File: src/rtl/corr_bp_pkg.sv
package corr_bp_pkg;
  typedef logic [1:0] ctr_t;

  localparam ctr_t CTR_INIT = 2'd1;
  localparam ctr_t CTR_MAX  = 2'd3;
  localparam ctr_t CTR_MIN  = 2'd0;

  function automatic ctr_t ctr_next(ctr_t cur, logic taken);
    if (taken) return (cur == CTR_MAX) ? CTR_MAX : cur + 2'd1;
    else       return (cur == CTR_MIN) ? CTR_MIN : cur - 2'd1;
  endfunction
endpackage

File: src/rtl/corr_bp_history.sv
module corr_bp_history #(
  parameter int HIST_W = 2,
  parameter int HW_EFF = 2
) (
  input  logic              clk_i,
  input  logic              rst_ni,
  input  logic              shift_i,
  input  logic              taken_i,
  output logic [HW_EFF-1:0] hist_o
);
  if (HIST_W > 0) begin : g_hist
    logic [HW_EFF-1:0] hist_q;

    always_ff @(posedge clk_i or negedge rst_ni) begin
      if (!rst_ni)      hist_q <= '0;
      else if (shift_i) hist_q <= HW_EFF'({hist_q, taken_i});
    end
    assign hist_o = hist_q;

    AST_HIST_NEWEST: assert property (@(posedge clk_i) disable iff (!rst_ni)
      shift_i |=> hist_q[0] == $past(taken_i));
    AST_HIST_HOLD: assert property (@(posedge clk_i) disable iff (!rst_ni)
      !shift_i |=> $stable(hist_q));
  end else begin : g_no_hist
    logic unused_in;
    assign unused_in = ^{clk_i, rst_ni, shift_i, taken_i};
    assign hist_o = '0;
  end
endmodule

File: src/rtl/corr_bp_index.sv
module corr_bp_index #(
  parameter int PC_W   = 32,
  parameter int PC_LSB = 2,
  parameter int IDX_W  = 4,
  parameter int HIST_W = 2,
  parameter int HW_EFF = 2,
  parameter int TBL_W  = 6
) (
  input  logic [PC_W-1:0]   pc_i,
  input  logic [HW_EFF-1:0] hist_i,
  output logic [TBL_W-1:0]  idx_o
);
  logic unused_pc;
  assign unused_pc = ^pc_i;

  if (HIST_W > 0) begin : g_corr
    assign idx_o = {hist_i, pc_i[PC_LSB +: IDX_W]};
  end else begin : g_flat
    logic unused_hist;
    assign unused_hist = ^hist_i;
    assign idx_o = pc_i[PC_LSB +: IDX_W];
  end
endmodule

File: src/rtl/corr_bp_table.sv
module corr_bp_table
  import corr_bp_pkg::*;
#(
  parameter int TBL_W = 6,
  parameter int DEPTH = 64
) (
  input  logic             clk_i,
  input  logic             rst_ni,
  input  logic [TBL_W-1:0] rd_idx_i,
  output ctr_t             rd_ctr_o,
  input  logic             wr_en_i,
  input  logic [TBL_W-1:0] wr_idx_i,
  input  logic             wr_taken_i,
  output ctr_t             wr_cur_o
);
  ctr_t cnt_q [DEPTH];

  always_ff @(posedge clk_i or negedge rst_ni) begin
    if (!rst_ni) begin
      for (int i = 0; i < DEPTH; i++) cnt_q[i] <= CTR_INIT;
    end else if (wr_en_i) begin
      cnt_q[wr_idx_i] <= ctr_next(cnt_q[wr_idx_i], wr_taken_i);
    end
  end

  assign rd_ctr_o = cnt_q[rd_idx_i];
  assign wr_cur_o = cnt_q[wr_idx_i];

  AST_CTR_STEP_UP: assert property (@(posedge clk_i) disable iff (!rst_ni)
    (wr_en_i && wr_taken_i && wr_cur_o != CTR_MAX)
      |=> cnt_q[$past(wr_idx_i)] == $past(wr_cur_o) + 2'd1);
  AST_CTR_SAT_TOP: assert property (@(posedge clk_i) disable iff (!rst_ni)
    (wr_en_i && wr_taken_i && wr_cur_o == CTR_MAX)
      |=> cnt_q[$past(wr_idx_i)] == CTR_MAX);
  AST_CTR_STEP_DN: assert property (@(posedge clk_i) disable iff (!rst_ni)
    (wr_en_i && !wr_taken_i && wr_cur_o != CTR_MIN)
      |=> cnt_q[$past(wr_idx_i)] == $past(wr_cur_o) - 2'd1);
  AST_CTR_SAT_BOTTOM: assert property (@(posedge clk_i) disable iff (!rst_ni)
    (wr_en_i && !wr_taken_i && wr_cur_o == CTR_MIN)
      |=> cnt_q[$past(wr_idx_i)] == CTR_MIN);
endmodule

File: src/rtl/corr_branch_predictor.sv
module corr_branch_predictor
  import corr_bp_pkg::*;
#(
  parameter int PC_W   = 32,
  parameter int PC_LSB = 2,
  parameter int IDX_W  = 4,
  parameter int HIST_W = 2
) (
  input  logic            clk_i,
  input  logic            rst_ni,
  input  logic [PC_W-1:0] lk_pc_i,
  output logic            lk_taken_o,
  input  logic            up_valid_i,
  input  logic [PC_W-1:0] up_pc_i,
  input  logic            up_taken_i
);
  localparam int HW_EFF = (HIST_W > 0) ? HIST_W : 1;
  localparam int TBL_W  = IDX_W + HIST_W;
  localparam int DEPTH  = 1 << TBL_W;

  logic [HW_EFF-1:0] hist;
  logic [TBL_W-1:0]  lk_idx, up_idx;
  ctr_t              lk_ctr, up_cur;

  corr_bp_history #(.HIST_W(HIST_W), .HW_EFF(HW_EFF)) u_hist (
    .clk_i, .rst_ni,
    .shift_i (up_valid_i),
    .taken_i (up_taken_i),
    .hist_o  (hist)
  );

  corr_bp_index #(.PC_W(PC_W), .PC_LSB(PC_LSB), .IDX_W(IDX_W),
                  .HIST_W(HIST_W), .HW_EFF(HW_EFF), .TBL_W(TBL_W)) u_lk_idx (
    .pc_i (lk_pc_i), .hist_i (hist), .idx_o (lk_idx)
  );

  // update indexes with pre-shift history
  corr_bp_index #(.PC_W(PC_W), .PC_LSB(PC_LSB), .IDX_W(IDX_W),
                  .HIST_W(HIST_W), .HW_EFF(HW_EFF), .TBL_W(TBL_W)) u_up_idx (
    .pc_i (up_pc_i), .hist_i (hist), .idx_o (up_idx)
  );

  corr_bp_table #(.TBL_W(TBL_W), .DEPTH(DEPTH)) u_tbl (
    .clk_i, .rst_ni,
    .rd_idx_i   (lk_idx),
    .rd_ctr_o   (lk_ctr),
    .wr_en_i    (up_valid_i),
    .wr_idx_i   (up_idx),
    .wr_taken_i (up_taken_i),
    .wr_cur_o   (up_cur)
  );

  logic unused_cur;
  assign unused_cur = ^up_cur;

  assign lk_taken_o = lk_ctr[1];

  AST_SAME_PC_SAME_DIR: assert property (@(posedge clk_i) disable iff (!rst_ni)
    (lk_pc_i == up_pc_i) |-> (lk_taken_o == up_cur[1]));
endmodule

File: config.mk
export PLATFORM = sky130hd
export DESIGN_NAME = corr_branch_predictor
export DESIGN_NICKNAME = d
export VERILOG_FILES = /design/src/rtl/corr_bp_pkg.sv /design/src/rtl/corr_bp_history.sv /design/src/rtl/corr_bp_index.sv /design/src/rtl/corr_bp_table.sv /design/src/rtl/corr_branch_predictor.sv
export SDC_FILE = /design/constraint.sdc
export NUM_CORES = 1
export LEC_CHECK = 0
export ABC_AREA = 1
export BUFFER_PORTS_ARGS = -buffer_cell sky130_fd_sc_hd__buf_4
export CORE_MARGIN = 10
export CORE_UTILIZATION = 60
export CTS_CLUSTER_SIZE = 14
export DETAILED_ROUTE_END_ITERATION = 12
export PLACE_DENSITY = 0.78
export SLEW_MARGIN = 20
export SYNTH_ARGS = -nofsm -noshare
export SYNTH_HDL_FRONTEND = slang
export SYNTH_SLANG_ARGS = --single-unit
File: constraint.sdc
create_clock -name clk_i -period 2.3 [get_ports clk_i]
set_input_delay 0.115 -clock clk_i [delete_from_list [all_inputs] [get_ports clk_i]]
set_output_delay 0.115 -clock clk_i [all_outputs]
set_load 0.05 [all_outputs]
Word level (Yosys, flattened, before mapping)
Index checks and enable logic that the tools add are counted.
W data, S select, Z words.
- add/subtract/negate cells: 2
- order comparisons: 3
- equality and inequality tests: 1
- multiplexer cells: 13
- bitwise operators: 2
- reduce and logical (&&, ||, !) cells: 2
- operator list (cell ; number):
    $bwmux W128 ; 1
    $bmux W2 S6 ; 2
    $mux W2 ; 9
    $ge A7 B7 Y1 const B ; 2
    $not A6 Y7 ; 2
    $demux W2 S6 ; 1
    $lt A7 B1 Y1 const B ; 1
    $add A2 B1 Y2 const B ; 1
    $eq A2 B2 Y1 const B ; 1
    $logic_not A2 Y1 ; 1
    $sub A2 B1 Y2 const B ; 1
    $logic_and A1 B1 Y1 ; 1
- bits in registers: 130
- input port bits: 68
- output and inout port bits: 1
- logic and storage cells: 88

Logic depth before layout (Yosys ltp)
- depth after elaboration: 9
- depth in mapped cells: 19
- depth with buffers taken out: 16

Modules after synthesis
From an unflattened synthesis, not the netlist that was laid out.
- cell total of the unflattened synthesis: 1319
- area total of the unflattened synthesis: 8423.1 sq um
- modules (own cells, without submodules) (module ; instances ; cells an instance ; area each (sq um) ; seq. area each (sq um)):
    corr_bp_table ; 1 ; 1298 ; 8256.7 ; 3283.1
    corr_bp_index ; 2 ; 6 ; 45.0 ; 0.0
    corr_bp_history ; 1 ; 9 ; 76.3 ; 50.0

Worst setup path before layout
No wires, ideal clock.
- path kind: input-to-output
- from: input port lk_pc_i[2]
- to: output port lk_taken_o
- arrival: 1.723 ns
- required time: 2.185 ns
- setup slack: 0.462 ns
- stages: 9
- path buffers: 2
- cells stage by stage: clkbuf_1 > clkinv_1 > clkbuf_1 > nor2_1 > o21ai_0 > o211ai_1 > nand2_1 > nand3_1 > nand4_1
- cells in the longest elaborated chain, start to end: 4
- RTL lines (what ; line ; RTL):
    from (decl) ; corr_branch_predictor.sv:11 ; input logic [PC_W-1:0] lk_pc_i,
    $not A6 Y7 (implied by the code) ; corr_bp_table.sv:26 ; assign rd_ctr_o = cnt_q[rd_idx_i];
    $bmux W2 S6 ; corr_bp_table.sv:26 ;
    $mux W2 (implied by the code) (2 in series) ; corr_bp_table.sv:26 ;
    to (decl) ; corr_branch_predictor.sv:12 ; output logic lk_taken_o,
No other way between the ends. The select of a mux whose other input is x is not followed.

Final worst setup path
- from: register u_tbl.cnt_q[17] in the netlist's numbering
- to: output port lk_taken_o
- cells in the longest elaborated chain, start to end: 3
- RTL lines (what ; line ; RTL):
    from (decl) ; corr_bp_table.sv:16 ; ctr_t cnt_q [DEPTH];
    from (signal, indexed assignment) ; corr_bp_table.sv:22 ; cnt_q[wr_idx_i] <= ctr_next(cnt_q[wr_idx_i], wr_taken_i);
    $bmux W2 S6 ; corr_bp_table.sv:26 ;
    $mux W2 (implied by the code) (2 in series) ; corr_bp_table.sv:26 ;
No other way between the ends. The select of a mux whose other input is x is not followed.

==> impl_metrics.tcl <==
set metrics [dict create \
    worstMarginPinSlew_ns 0.694 \
    synth_compound_area_share_pct 5.23 \
    ir_worst_vdd_mv 0.653 \
    globalplace.congestion 0.965 \
    powerDensity_nw_per_um2 844 \
    drv_slew 0 \
    wire_per_inst_um 16.2 \
    cp-endpoint "lk_taken_o" \
    hpwl_mm 14.8 \
    clockRootBuffer "clkbuf_16" \
    timing.rr.end "u_tbl.cnt_q[25]" \
    pwr-share-comb_pct 21.1 \
    worst_setup_path_end_kind "primary output" \
    htreeDepth 4 \
    p_sw_share_pct 29.9 \
    timing.rr.start "u_hist.hist_o[0]" \
    drtAntennaViolNets 0 \
    grt_antenna_before_repair 0 \
    clkSlewWorstSetupHoldPaths_ns 0.06 \
    die_h_um 134 \
    core_um2 12700 \
    dr.pass1.iters 6 \
    relSlewSlack_pct 53.7 \
    fmax_ghz 0.506 \
    synth_fa_ha_area_share_pct 0 \
    initial_core_util_pct 61.5 \
    power_switching_w 0.00226 \
    fin_cells 1418 \
    num_vias 7650 \
    synth_cells 1201 \
    setup_viol 0 \
    synth-edff-count 0 \
    synthArstFlopShare_pct 100 \
    power.leakage_nw 4.55 \
    r2r_slack_ns 0.37 \
    period_share_pct 85.9 \
    seqPwrFrac_pct 40.8 \
    setup_tns_ns 0 \
    grt_pass1_vias 7257 \
    outcome "finished, final reports clean" \
    synth_warnings 0 \
    cp_max_fo 2 \
    layout.nets 1301 \
    syn_area_um2 7800 \
    post-route-cell-area_um2 8960 \
    drtIter0Drc 1011 \
    p_total_w 0.00756 \
    dpl_cell_area_um2 8300 \
    antenna_cells 0 \
    hp-class "in -> reg" \
    cts_tree "built" \
    drv_cap 0 \
    cts_resized 0 \
    power.internal_w 0.00530 \
    syn2layout_area_growth_pct 14.9 \
    ioPinCount 69 \
    rsz0062_at_grt "false" \
    worstPathRequired_ns 2.18 \
    clkPwrFrac_pct 38.0 \
    synth_top_family_by_area "simple AND/OR/NAND/NOR gates" \
    synth-simple-area-share_pct 41.2 \
    layout-drive-gt1-share_pct 13.1 \
    cts_setup_buffers 0 \
    hold_violations 0 \
    arrival_ns 1.86 \
    startpoint "u_tbl.cnt_q[17]" \
    grt_max_degree 131 \
    start_kind "flop" \
    final_cell_mix "nand2_1, inv_1, nand3_1" \
    syn_avg_cell_area_um2 6.49 \
    globalRoute.totalOverflow 0 \
    viasPerCell 5.39 \
    route.detailed.drc 0 \
    reg2regPathDepth 11 \
    grt_pass1_wl_mm 37.2 \
    clk_latency_ns 0.44 \
    final_util_pct 70.7 \
    clockBufferDepth 2 \
    post-route-min-period_ns 1.97 \
    synth.area.mux_share_pct 0 \
    dp_cells 1382 \
    synth_seq_cells 130 \
    fin_skew_ns 0.0134 \
    syn_nets 1269 \
    cts_buffers 17 \
    rows 41 \
    wirelength_mm 23.0 \
    yosysSeqAreaShare_pct 42.7 \
    grt_use_total_pct 26.2 \
    synthFlopType "dfrtp_1" \
    die-area_um2 18000 \
    die_x_um 134 \
    place.port_buffers 12 \
    synthXorXnorAreaFrac_pct 0 \
    cts.sink_count 130 \
    synth_cell_types 23 \
    crit_type "reg -> out" \
    final_common_cell "nand2_1" \
]
[state kept, by name (all words and copies together), names as in the netlist]
| register | count |
|---|---|
| u_hist.hist_o | 2 |
| u_tbl.cnt_q | 128 |
[metrics by stage]
stage | hold slack (ns) | worst slack (ns)
2_1_floorplan | -0.181 | 0.462
3_3_place_gp | 0.288 | 0.239
3_5_place_dp | 0.285 | 0.206
4_1_cts | 0.302 | 0.331
5_1_grt | 0.357 | 0.149
6_report | 0.312 | 0.325
[synthesized netlist by cell type (6+ instances only)]
master,count,share of area (%)
nor2_1,79,3.8
buf_6,10,1.4
dfrtp_1,66,21
nand2_1,586,28
dfstp_2,64,22
buf_4,6,0.58
o211ai_1,9,0.87
nand3_1,121,7.8
buf_2,21,1.3
clkbuf_1,11,0.53
a21oi_1,29,1.9
o21ai_0,33,2.1
inv_1,138,6.6
o21ai_1,6,0.39
[worst min-delay path by stage]
| stage | start | end | slack [ns] | cells past startpoint |
|---|---|---|---|---|
| 2_1_floorplan | rst_ni | u_hist.hist_o[0] | -0.18 | 0 |
| 3_3_place_gp | rst_ni | u_tbl.cnt_q[21] | 0.29 | 2 |
| 3_5_place_dp | rst_ni | u_tbl.cnt_q[21] | 0.28 | 2 |
| 4_1_cts | up_pc_i[5] | u_tbl.cnt_q[118] | 0.30 | 6 |
| 5_1_grt | up_pc_i[5] | u_tbl.cnt_q[118] | 0.36 | 6 |
| 6_report | up_pc_i[5] | u_tbl.cnt_q[118] | 0.31 | 6 |
[layer usage]
layer  share of wire, %  routed length [um]  up-vias  global-route usage [%]
met5                  0                   0        -                       0
met4                3.5                 807        0                    10.9
met3                8.9                2050       69                    5.60
met2                 45               10400      327                    41.4
met1                 42                9740     3521                    34.1
li1                   -                   -     3733                       -
[power groups by stage]
| stage | logic (W) | registers, W | clock network (W) |
|---|---|---|---|
| after floorplan | 0.00109 | 0.00304 | 0 |
| after global placement | 0.00154 | 0.00310 | 0 |
| after detailed placement | 0.00157 | 0.00310 | 0 |
| after CTS | 0.00159 | 0.00308 | 0.00288 |
| after global routing | 0.00179 | 0.00313 | 0.00299 |
| final | 0.00160 | 0.00309 | 0.00287 |
[cell families (layout without fill, tap and decap cells)]
logic type	Yosys count	in the layout
and+or+nand+nor	802	802
buffers and inverters	192	237
DFF	130	130
AOI/OAI and AO/OA	77	77
[critical path, stage by stage (launching register included)]
cell	delay, ns
dfrtp_1	0.39
inv_1	0.09
a21oi_1	0.06
o21ai_0	0.13
nand3_1	0.15
o211ai_1	0.11
nand2_1	0.06
nand3_1	0.06
nand4_1	0.13
buf_4	0.23
[area by class of cell]
class                           count  area, um^2
Tap cell                          172         215
Fill cell                        1071        3710
Clock buffer                       22         464
Multi-Input combinational cell    879        3620
Timing Repair Buffer               62         626
Clock inverter                     10         158
Sequential cell                   130        3330
Inverter                          143         537
[repair_timing]
action                                  CTS  global route
hold buffers                              4             0
hold endpoints to repair                 68             0
endpoints found under the setup margin    0             0
No activity file was read; power rests on OpenSTA's default activity.
